File: src/rtl/restart_seq_pkg.sv
package restart_seq_pkg;
  typedef enum logic [1:0] {
    ST_CHARGE = 2'd0,
    ST_SOFT   = 2'd1,
    ST_RUN    = 2'd2,
    ST_STOP   = 2'd3
  } rs_state_t;

  localparam logic [2:0] FC_NONE = 3'd0;
  localparam logic [2:0] FC_OVP  = 3'd1;
  localparam logic [2:0] FC_OTP  = 3'd2;
  localparam logic [2:0] FC_OLP  = 3'd3;
  localparam logic [2:0] FC_UVP  = 3'd4;
  localparam logic [2:0] FC_USER = 3'd5;
endpackage

File: src/rtl/restart_seq_ramp.sv
module restart_seq_ramp #(
  parameter int SS_MS = 20,
  localparam int SS_W = $clog2(SS_MS + 1)
) (
  input  logic            clk,
  input  logic            rst,
  input  logic            clr_i,
  input  logic            adv_i,
  output logic [SS_W-1:0] level_o,
  output logic            done_o
);
  localparam logic [SS_W-1:0] TOP = SS_W'(SS_MS);

  always_ff @(posedge clk) begin
    if (rst || clr_i) level_o <= '0;
    else if (adv_i && level_o != TOP) level_o <= level_o + 1'b1;
  end

  assign done_o = (level_o == TOP);

  // one step per tick while below the top
  assert_ramp_step_R3: assert property (@(posedge clk) disable iff (rst)
    (adv_i && !clr_i && level_o != TOP) |=> level_o == $past(level_o) + 1'b1);
  assert_ramp_cap_R3: assert property (@(posedge clk) disable iff (rst)
    level_o <= TOP);
endmodule

File: src/rtl/restart_seq_blank.sv
module restart_seq_blank #(
  parameter int BLANK_MS = 20,
  localparam int BW = $clog2(BLANK_MS + 1)
) (
  input  logic clk,
  input  logic rst,
  input  logic arm_i,
  input  logic tick_i,
  input  logic fb_high_i,
  input  logic upper_i,
  output logic src_en_o,
  output logic trip_o
);
  localparam logic [BW-1:0] LIMIT = BW'(BLANK_MS);
  logic [BW-1:0] cnt;

  always_ff @(posedge clk) begin
    if (rst || !arm_i || !fb_high_i) cnt <= '0;
    else if (tick_i && cnt != LIMIT) cnt <= cnt + 1'b1;
  end

  assign src_en_o = (cnt == LIMIT);
  assign trip_o   = arm_i && fb_high_i && upper_i && src_en_o;

  // feedback dropping ends the extension phase
  assert_blank_reset_R8: assert property (@(posedge clk) disable iff (rst)
    !fb_high_i |=> !src_en_o);
  // the source only turns on at a millisecond boundary
  assert_src_on_tick_R7: assert property (@(posedge clk) disable iff (rst)
    $rose(src_en_o) |-> $past(tick_i));
endmodule

File: src/rtl/restart_seq.sv
module restart_seq
  import restart_seq_pkg::*;
#(
  parameter int SS_MS    = 20,
  parameter int BLANK_MS = 20,
  localparam int SS_W    = $clog2(SS_MS + 1)
) (
  input  logic            clk,
  input  logic            rst,
  input  logic            ms_tick,
  input  logic            vcc_on_i,
  input  logic            vcc_uv_i,
  input  logic            vcc_ovh_i,
  input  logic            vcc_ovl_i,
  input  logic            otp_i,
  input  logic            fb_high_i,
  input  logic            blk_upper_i,
  input  logic            blk_dis_i,
  output logic            hv_cell_en,
  output logic            sw_en,
  output logic [SS_W-1:0] ss_level,
  output logic            blk_src_en,
  output logic [2:0]      fault_code
);
  rs_state_t st, st_nx;
  logic [2:0] code_nx;
  logic       ramp_done, olp_trip;

  restart_seq_ramp #(.SS_MS(SS_MS)) u_ramp (
    .clk(clk), .rst(rst),
    .clr_i(st == ST_CHARGE || st == ST_STOP),
    .adv_i(st == ST_SOFT && ms_tick),
    .level_o(ss_level), .done_o(ramp_done));

  restart_seq_blank #(.BLANK_MS(BLANK_MS)) u_blank (
    .clk(clk), .rst(rst), .arm_i(st == ST_RUN), .tick_i(ms_tick),
    .fb_high_i(fb_high_i), .upper_i(blk_upper_i),
    .src_en_o(blk_src_en), .trip_o(olp_trip));

  always_comb begin
    st_nx   = st;
    code_nx = fault_code;
    unique case (st)
      ST_CHARGE: if (vcc_on_i) st_nx = ST_SOFT;
      ST_SOFT, ST_RUN: begin
        st_nx = ST_STOP;
        if (vcc_ovh_i || (st == ST_SOFT && vcc_ovl_i && fb_high_i)) code_nx = FC_OVP;
        else if (otp_i)     code_nx = FC_OTP;
        else if (blk_dis_i) code_nx = FC_USER;
        else if (vcc_uv_i)  code_nx = FC_UVP;
        else if (olp_trip)  code_nx = FC_OLP;
        else begin
          st_nx = st;
          if (st == ST_SOFT && ramp_done) begin
            st_nx   = ST_RUN;
            code_nx = FC_NONE;
          end
        end
      end
      ST_STOP: if (vcc_uv_i && !blk_dis_i) st_nx = ST_CHARGE;
      default: st_nx = ST_CHARGE;
    endcase
  end

  always_ff @(posedge clk) begin
    if (rst) begin
      st         <= ST_CHARGE;
      fault_code <= FC_NONE;
      hv_cell_en <= 1'b1;
      sw_en      <= 1'b0;
    end else begin
      st         <= st_nx;
      fault_code <= code_nx;
      hv_cell_en <= (st_nx == ST_CHARGE);
      sw_en      <= (st_nx == ST_SOFT) || (st_nx == ST_RUN);
    end
  end

  assert_turn_on_R2: assert property (@(posedge clk) disable iff (rst)
    (st == ST_CHARGE && vcc_on_i) |=> (sw_en && !hv_cell_en));
  assert_ovh_stop_R4: assert property (@(posedge clk) disable iff (rst)
    (sw_en && vcc_ovh_i) |=> (!sw_en && fault_code == FC_OVP));
  assert_user_hold_R10: assert property (@(posedge clk) disable iff (rst)
    (st == ST_STOP && blk_dis_i) |=> (st == ST_STOP && !hv_cell_en));
  assert_stop_cause_R11: assert property (@(posedge clk) disable iff (rst)
    (!sw_en && $past(sw_en)) |-> fault_code != FC_NONE);
  assert_charge_ignores_R13: assert property (@(posedge clk) disable iff (rst)
    (st == ST_CHARGE && !vcc_on_i) |=> (hv_cell_en && $stable(fault_code)));
endmodule

File: config.mk
export PLATFORM = sky130hd
export DESIGN_NAME = restart_seq
export DESIGN_NICKNAME = d
export VERILOG_FILES = /design/src/rtl/restart_seq_pkg.sv /design/src/rtl/restart_seq_ramp.sv /design/src/rtl/restart_seq_blank.sv /design/src/rtl/restart_seq.sv
export SDC_FILE = /design/constraint.sdc
export NUM_CORES = 1
export LEC_CHECK = 0
export CORE_UTILIZATION = 48
export CTS_CLUSTER_DIAMETER = 60
export DETAILED_ROUTE_END_ITERATION = 12
export GPL_TIMING_DRIVEN = 0
export PLACE_DENSITY_LB_ADDON = 0.1
export SYNTH_ARGS = -nofsm -noshare
export SYNTH_HDL_FRONTEND = slang
export SYNTH_SLANG_ARGS = --single-unit
File: constraint.sdc
create_clock -name clk -period 2.6 [get_ports clk]
set_clock_uncertainty 0.2 [all_clocks]
set_input_delay 0.39 -clock clk [delete_from_list [all_inputs] [get_ports clk]]
set_output_delay 0.39 -clock clk [all_outputs]
set_load 0.005 [all_outputs]
Word-level counts from Yosys, hierarchy flattened
Cells that the tools add are included.
Word-level totals
  word-level logic and storage cells: 56
  flip-flop bits (word level): 17
  output and inout bits: 11
Cells by class
  $add $sub $neg: 2
  equality and inequality tests: 9
  reduce and logical (&&, ||, !) cells: 24
  mux-type cells: 15
Operators with widths (count)
  3-bit two-way mux: 6
  2-bit two-way mux: 8
  5-bit by 1-bit adder with 5-bit output (second input constant): 2
  5-bit equality test (second input constant): 2
  1-bit logical AND: 10
  5-bit != test (second input constant): 2
  2-bit equality test (second input constant): 3
  1-bit logical OR: 6
  2-bit one-hot mux with 3 select lines: 1
  6-bit nonzero test: 1
  2-bit by 1-bit equality test with 1-bit output (second input constant): 2
  2-bit zero test: 2
  1-bit zero test: 3
  2-bit AND reduction: 1
  2-bit OR reduction: 1

Longest topological paths before layout
  word-level depth: 12
  depth in mapped cells: 8
  gate-level depth less buffers: 8

By module
A second synthesis with hierarchy kept.
Unflattened totals
  cells, all modules: 112
  area, all modules: 997.2 um^2
By module, submodules not included
  restart_seq: sequential area each 140.1 um^2, instances 1, area each 456.7 um^2, cells each 53
  restart_seq_blank: sequential area each 100.1 um^2, instances 1, area each 277.8 um^2, cells each 30
  restart_seq_ramp: sequential area each 100.1 um^2, instances 1, area each 262.8 um^2, cells each 29

Least setup slack after synthesis
No wires, ideal clock.
  path kind: register -> register
  start point: reg u_ramp.level_o[0]
  end point: reg sw_en
  cell stages (with the launch flop): 9
  arrival time: 1.721 ns
  setup slack: 0.566 ns
  required time: 2.286 ns
  library setup time: 0.114 ns
  cells stage by stage: dfxtp_1 > inv_1 > ha_1 > and4b_1 > and2_4 > o31ai_1 > and2_1 > ha_1 > nor2b_1
Between the ends
  word-level cells in the longest chain between the ends: 11
  elaborated cells on any way between the ends: 12
  those cells by class: 3 x eq/ne; 7 x mux; 2 x reduce/logical
Ends and longest elaborated chain
  start: declaration: RTL line restart_seq_ramp.sv:9  | output logic [SS_W-1:0] level_o,
  start signal: assignment: RTL line restart_seq_ramp.sv:16  | else if (adv_i && level_o != TOP) level_o <= level_o + 1'b1;
  5-bit equality test (*): RTL line restart_seq_ramp.sv:19  | assign done_o = (level_o == TOP);
  1-bit logical AND (*): RTL line restart_seq.sv:54  | if (st == ST_SOFT && ramp_done) begin
  2-bit two-way mux (*): RTL line restart_seq.sv:54
  2-bit two-way mux (*): RTL line restart_seq.sv:51  | else if (olp_trip) code_nx = FC_OLP;
  2-bit two-way mux (*): RTL line restart_seq.sv:50  | else if (vcc_uv_i) code_nx = FC_UVP;
  2-bit two-way mux (*): RTL line restart_seq.sv:49  | else if (blk_dis_i) code_nx = FC_USER;
  2-bit two-way mux (*): RTL line restart_seq.sv:48  | else if (otp_i) code_nx = FC_OTP;
  2-bit two-way mux (*): RTL line restart_seq.sv:47  | if (vcc_ovh_i || (st == ST_SOFT && vcc_ovl_i && fb_high_i)) code_nx = FC_OVP;
  2-bit one-hot mux with 3 select lines (*): RTL line restart_seq.sv:43  | unique case (st)
  2-bit by 1-bit equality test with 1-bit output / 2-bit equality test (equally long branches): RTL line restart_seq.sv:75  | sw_en <= (st_nx == ST_SOFT) || (st_nx == ST_RUN);
  1-bit logical OR (*): RTL line restart_seq.sv:75
  end signal: assignment: RTL line restart_seq.sv:75
  end: declaration: RTL line restart_seq.sv:20  | output logic sw_en,
Every way passes the cells marked *; elsewhere a longest branch is shown, timed or not.
A chain may end at the register's enable or synchronous reset.

Final worst setup path
  start point: reg u_blank.cnt[0]
  end point: out blk_src_en
Between the ends
  word-level cells in the longest chain between the ends: 1
Ends and longest elaborated chain
  start: declaration: RTL line restart_seq_blank.sv:15  | logic [BW-1:0] cnt;
  start signal: assignment: RTL line restart_seq_blank.sv:19  | else if (tick_i && cnt != LIMIT) cnt <= cnt + 1'b1;
  5-bit equality test: RTL line restart_seq_blank.sv:22  | assign src_en_o = (cnt == LIMIT);
  end: declaration: RTL line restart_seq.sv:22  | output logic blk_src_en,
Every way passes these cells.

==> flow_summary.yaml <==
synth:
  synth_cell_type_count: 34
  ys.flop_type: "dfxtp_1"
  syn_area_um2: 955
  ys_ff_latch: 17
  syn_nets: 127
  synth_area_leader_cell: "dfxtp_1"
  ys_seq_area_share_pct: 35.6
  ys_top_cells_by_area: "dfxtp_1 (36%), ha_1 (12%), xor2_1 (5.5%)"
  netlist.area_leader.share_pct: 35.6
  synth_edf_count: 0
  synth_warnings: 0
  postSynthCellCount: 107
  synth.avg_cell_area_um2: 8.92
  ys_top_cells_by_count: "dfxtp_1 (17), nor2_1 (10), ha_1 (9), inv_1 (8)"
  synth-async-reset-ratio_pct: 0
  yosys.cell_count.top_type: "dfxtp_1"
worst_setup_path:
  cp-end-kind: "output pin"
  rr_worst_depth: 8
  critPathMaxStageDelay_ns: 0.49
  crit_type: "register to output pin"
  worst-path-buf-inv: 3
  reg2reg_slack_ns: 0.42
  crit_fanout: 8
  r2r_start: "u_ramp.level_o[0]$_SDFFE_PP0P_"
  crit_arrival_ns: 1.68
  crit_top_cell: "inv_1"
  worst-endpoint-required_ns: 2.01
  r2r-end: "sw_en$_SDFF_PP0_"
  cpLargestDelayFamily: "buffers and inverters"
  crit_chain: "inv_1, ha_1, nand4b_4, inv_1, clkdlybuf4s50_1"
  cp-start-kind: "register"
  critical_path.slowest_cell: "clkdlybuf4s50_1"
clock_tree:
  htreeDepth: 1
  cts_tree: "built"
  ctsResizeCount: 0
  cts_root_buf: "clkbuf_4"
  numCtsBuffers: 3
  clk_path_buf_depth: 2
  postCtsSetupBuffers: 0
  clock_latency_ns: 0.30
  cts_hold_buffers: 0
  clkTransAtPathRegs_ns: 0.10
  clock-sinks: 17
detailed_routing:
  vias_per_cell: 5.41
  wl_per_cell_um: 12.1
  drtAntennaViolNets: 0
  drtIter0Drc: 18
  drc: 0
  firstDrtPassIters: 4
  via_count: 849
  routed_wl_mm: 1.90
power:
  peakVddDrop_mv: 0.461
  power_density_nw_per_um2: 641
  p_leak_nw: 0.518
placement:
  hpwl_mm: 1.49
  gp_congestion: 0.779
  io_buffers: 21
floorplanning:
  io_pins: 22
  die_h_um: 46.6
  row_count: 15
  core_um2: 1800
  dieArea_um2: 2170
  dieWidth_um: 46.6
  start_util_pct: 53.0
outcome:
  status: "completed"
sta:
  slew_headroom_pct: 76.2
  hold_slack_ns: 0.272
  rsz0062_at_grt: "false"
  maxSlewViolCount: 0
  fin_setup_tns_ns: 0
  finalCritPeriodShare_pct: 87.3
  hold_violations: 0
  fmax_ghz: 0.441
  fin_crit_ns: 2.27
  final-setup-viol-count: 0
  tightest_slew_ns: 0.355
layout:
  drive_gt1_share_pct: 6.06
  final_util_pct: 67.8
  nets: 153
  syn2layout_area_growth_pct: 28.0
  diodes: 0
grt:
  grt_pass1_wl_mm: 2.84
  overflow: 0
  grt_pass1_vias: 721
  track_usage_pct: 19.3
  antenna_found_initial: 0
  grt_max_degree: 10
flow_run:
  cap_violations: 0
min_path:
  hold_start: "fault_code[1]$_SDFFE_PP0P_"
  holdPathEnd: "fault_code[1]$_SDFFE_PP0P_"
  min_path_type: "register to register"
  hold_path_depth: 2
## worst register-to-register path, delay by kind of cell, from the launching register on
kind | cells | cell delay [ns]
and+or+nand+nor | 4 | 0.67
DFF | 1 | 0.42
adders and majority gates | 2 | 0.42
AOI/OAI and AO/OA | 1 | 0.29
buffers and inverters | 1 | 0.06
## sequential cells by signal, indices dropped and copies added (netlist names)
name,count
u_blank.cnt,5
u_ramp.level_o,5
fault_code,3
st,2
hv_cell_en,1
sw_en,1
## cell usage in the layout (no fill, tap or decap)
cell type,instances
a21boi_0,1
a21o_1,1
a21oi_1,5
a31o_2,1
a31oi_1,2
a32o_1,1
and2_1,5
and2_4,1
and3_1,1
and4b_1,1
clkbuf_1,1
clkbuf_4,3
clkdlybuf4s50_1,21
dfxtp_1,17
ha_1,9
inv_1,8
mux2_1,1
mux2i_1,1
nand2_1,6
nand2b_1,2
nand3_1,6
nand4_1,3
nand4b_1,1
nand4b_4,1
nor2_1,10
nor2b_1,3
nor3_1,2
nor4_1,1
o211ai_1,2
o21ai_0,2
o21ai_1,1
o31ai_1,1
o31ai_2,1
or2_2,1
or4_1,1
xnor2_1,2
xor2_1,6
## area by class of cell
cell class,instances,area [µm²]
Inverter,8,30.0
Sequential cell,17,340
Timing Repair Buffer,21,210
Tap cell,25,31.3
Clock buffer,4,26.3
Fill cell,170,579
Multi-Input combinational cell,82,584
## how the worst max path moves through the flow
stage / startpoint / end / slack (ns) / cells past startpoint
after global routing: u_blank.cnt[0]$_SDFFE_PP0P_ / blk_src_en / 0.22 / 5
final: u_blank.cnt[0]$_SDFFE_PP0P_ / blk_src_en / 0.33 / 5
after detailed placement: fb_high_i / hv_cell_en$_SDFF_PP1_ / 0.22 / 7
after CTS: u_blank.cnt[0]$_SDFFE_PP0P_ / blk_src_en / 0.32 / 5
after floorplan: u_ramp.level_o[0]$_SDFFE_PP0P_ / sw_en$_SDFF_PP0_ / 0.57 / 8
after global placement: fb_high_i / hv_cell_en$_SDFF_PP1_ / 0.25 / 7
## report_power, final
| group | switching, W | internal (W) | total (W) |
|---|---|---|---|
| combinational | 0.000154 | 0.000168 | 0.000322 |
| clock | 0.0000819 | 0.0000598 | 0.000142 |
| sequential | 0.0000213 | 0.000298 | 0.000320 |
## through the flow
step	cell area [µm²]	setup slack, ns	power [W]	cells
2_1_floorplan	955	0.566	0.000534	107
3_3_place_gp	1200	0.250	0.000639	153
3_5_place_dp	1200	0.220	0.000650	153
4_1_cts	1220	0.316	0.000794	157
5_1_grt	1220	0.224	0.000844	157
6_report	1220	0.331	0.000784	157
## kinds of logic (layout without fill, tap and decap cells)
logic type      Yosys count  in the layout  synth area share [%]
buf+inv                   8             33                  3.15
xor+xnor                  8              8                  7.34
compound gates           18             18                  12.7
mux                       2              2                  2.23
fa+ha+maj                 9              9                  11.8
simple gates             45             45                  27.1
flops                    17             17                  35.6
## metal layers
layer  vias to the layer above  GRT usage (%)  part of all wire (%)
li1                        424              -                     -
met1                       389           21.0                    44
met2                        31           31.9                    47
met3                         5           3.92                   6.1
met4                         0           15.3                   2.9
met5                         -              0                     0
(Power assumes the default switching activity.)
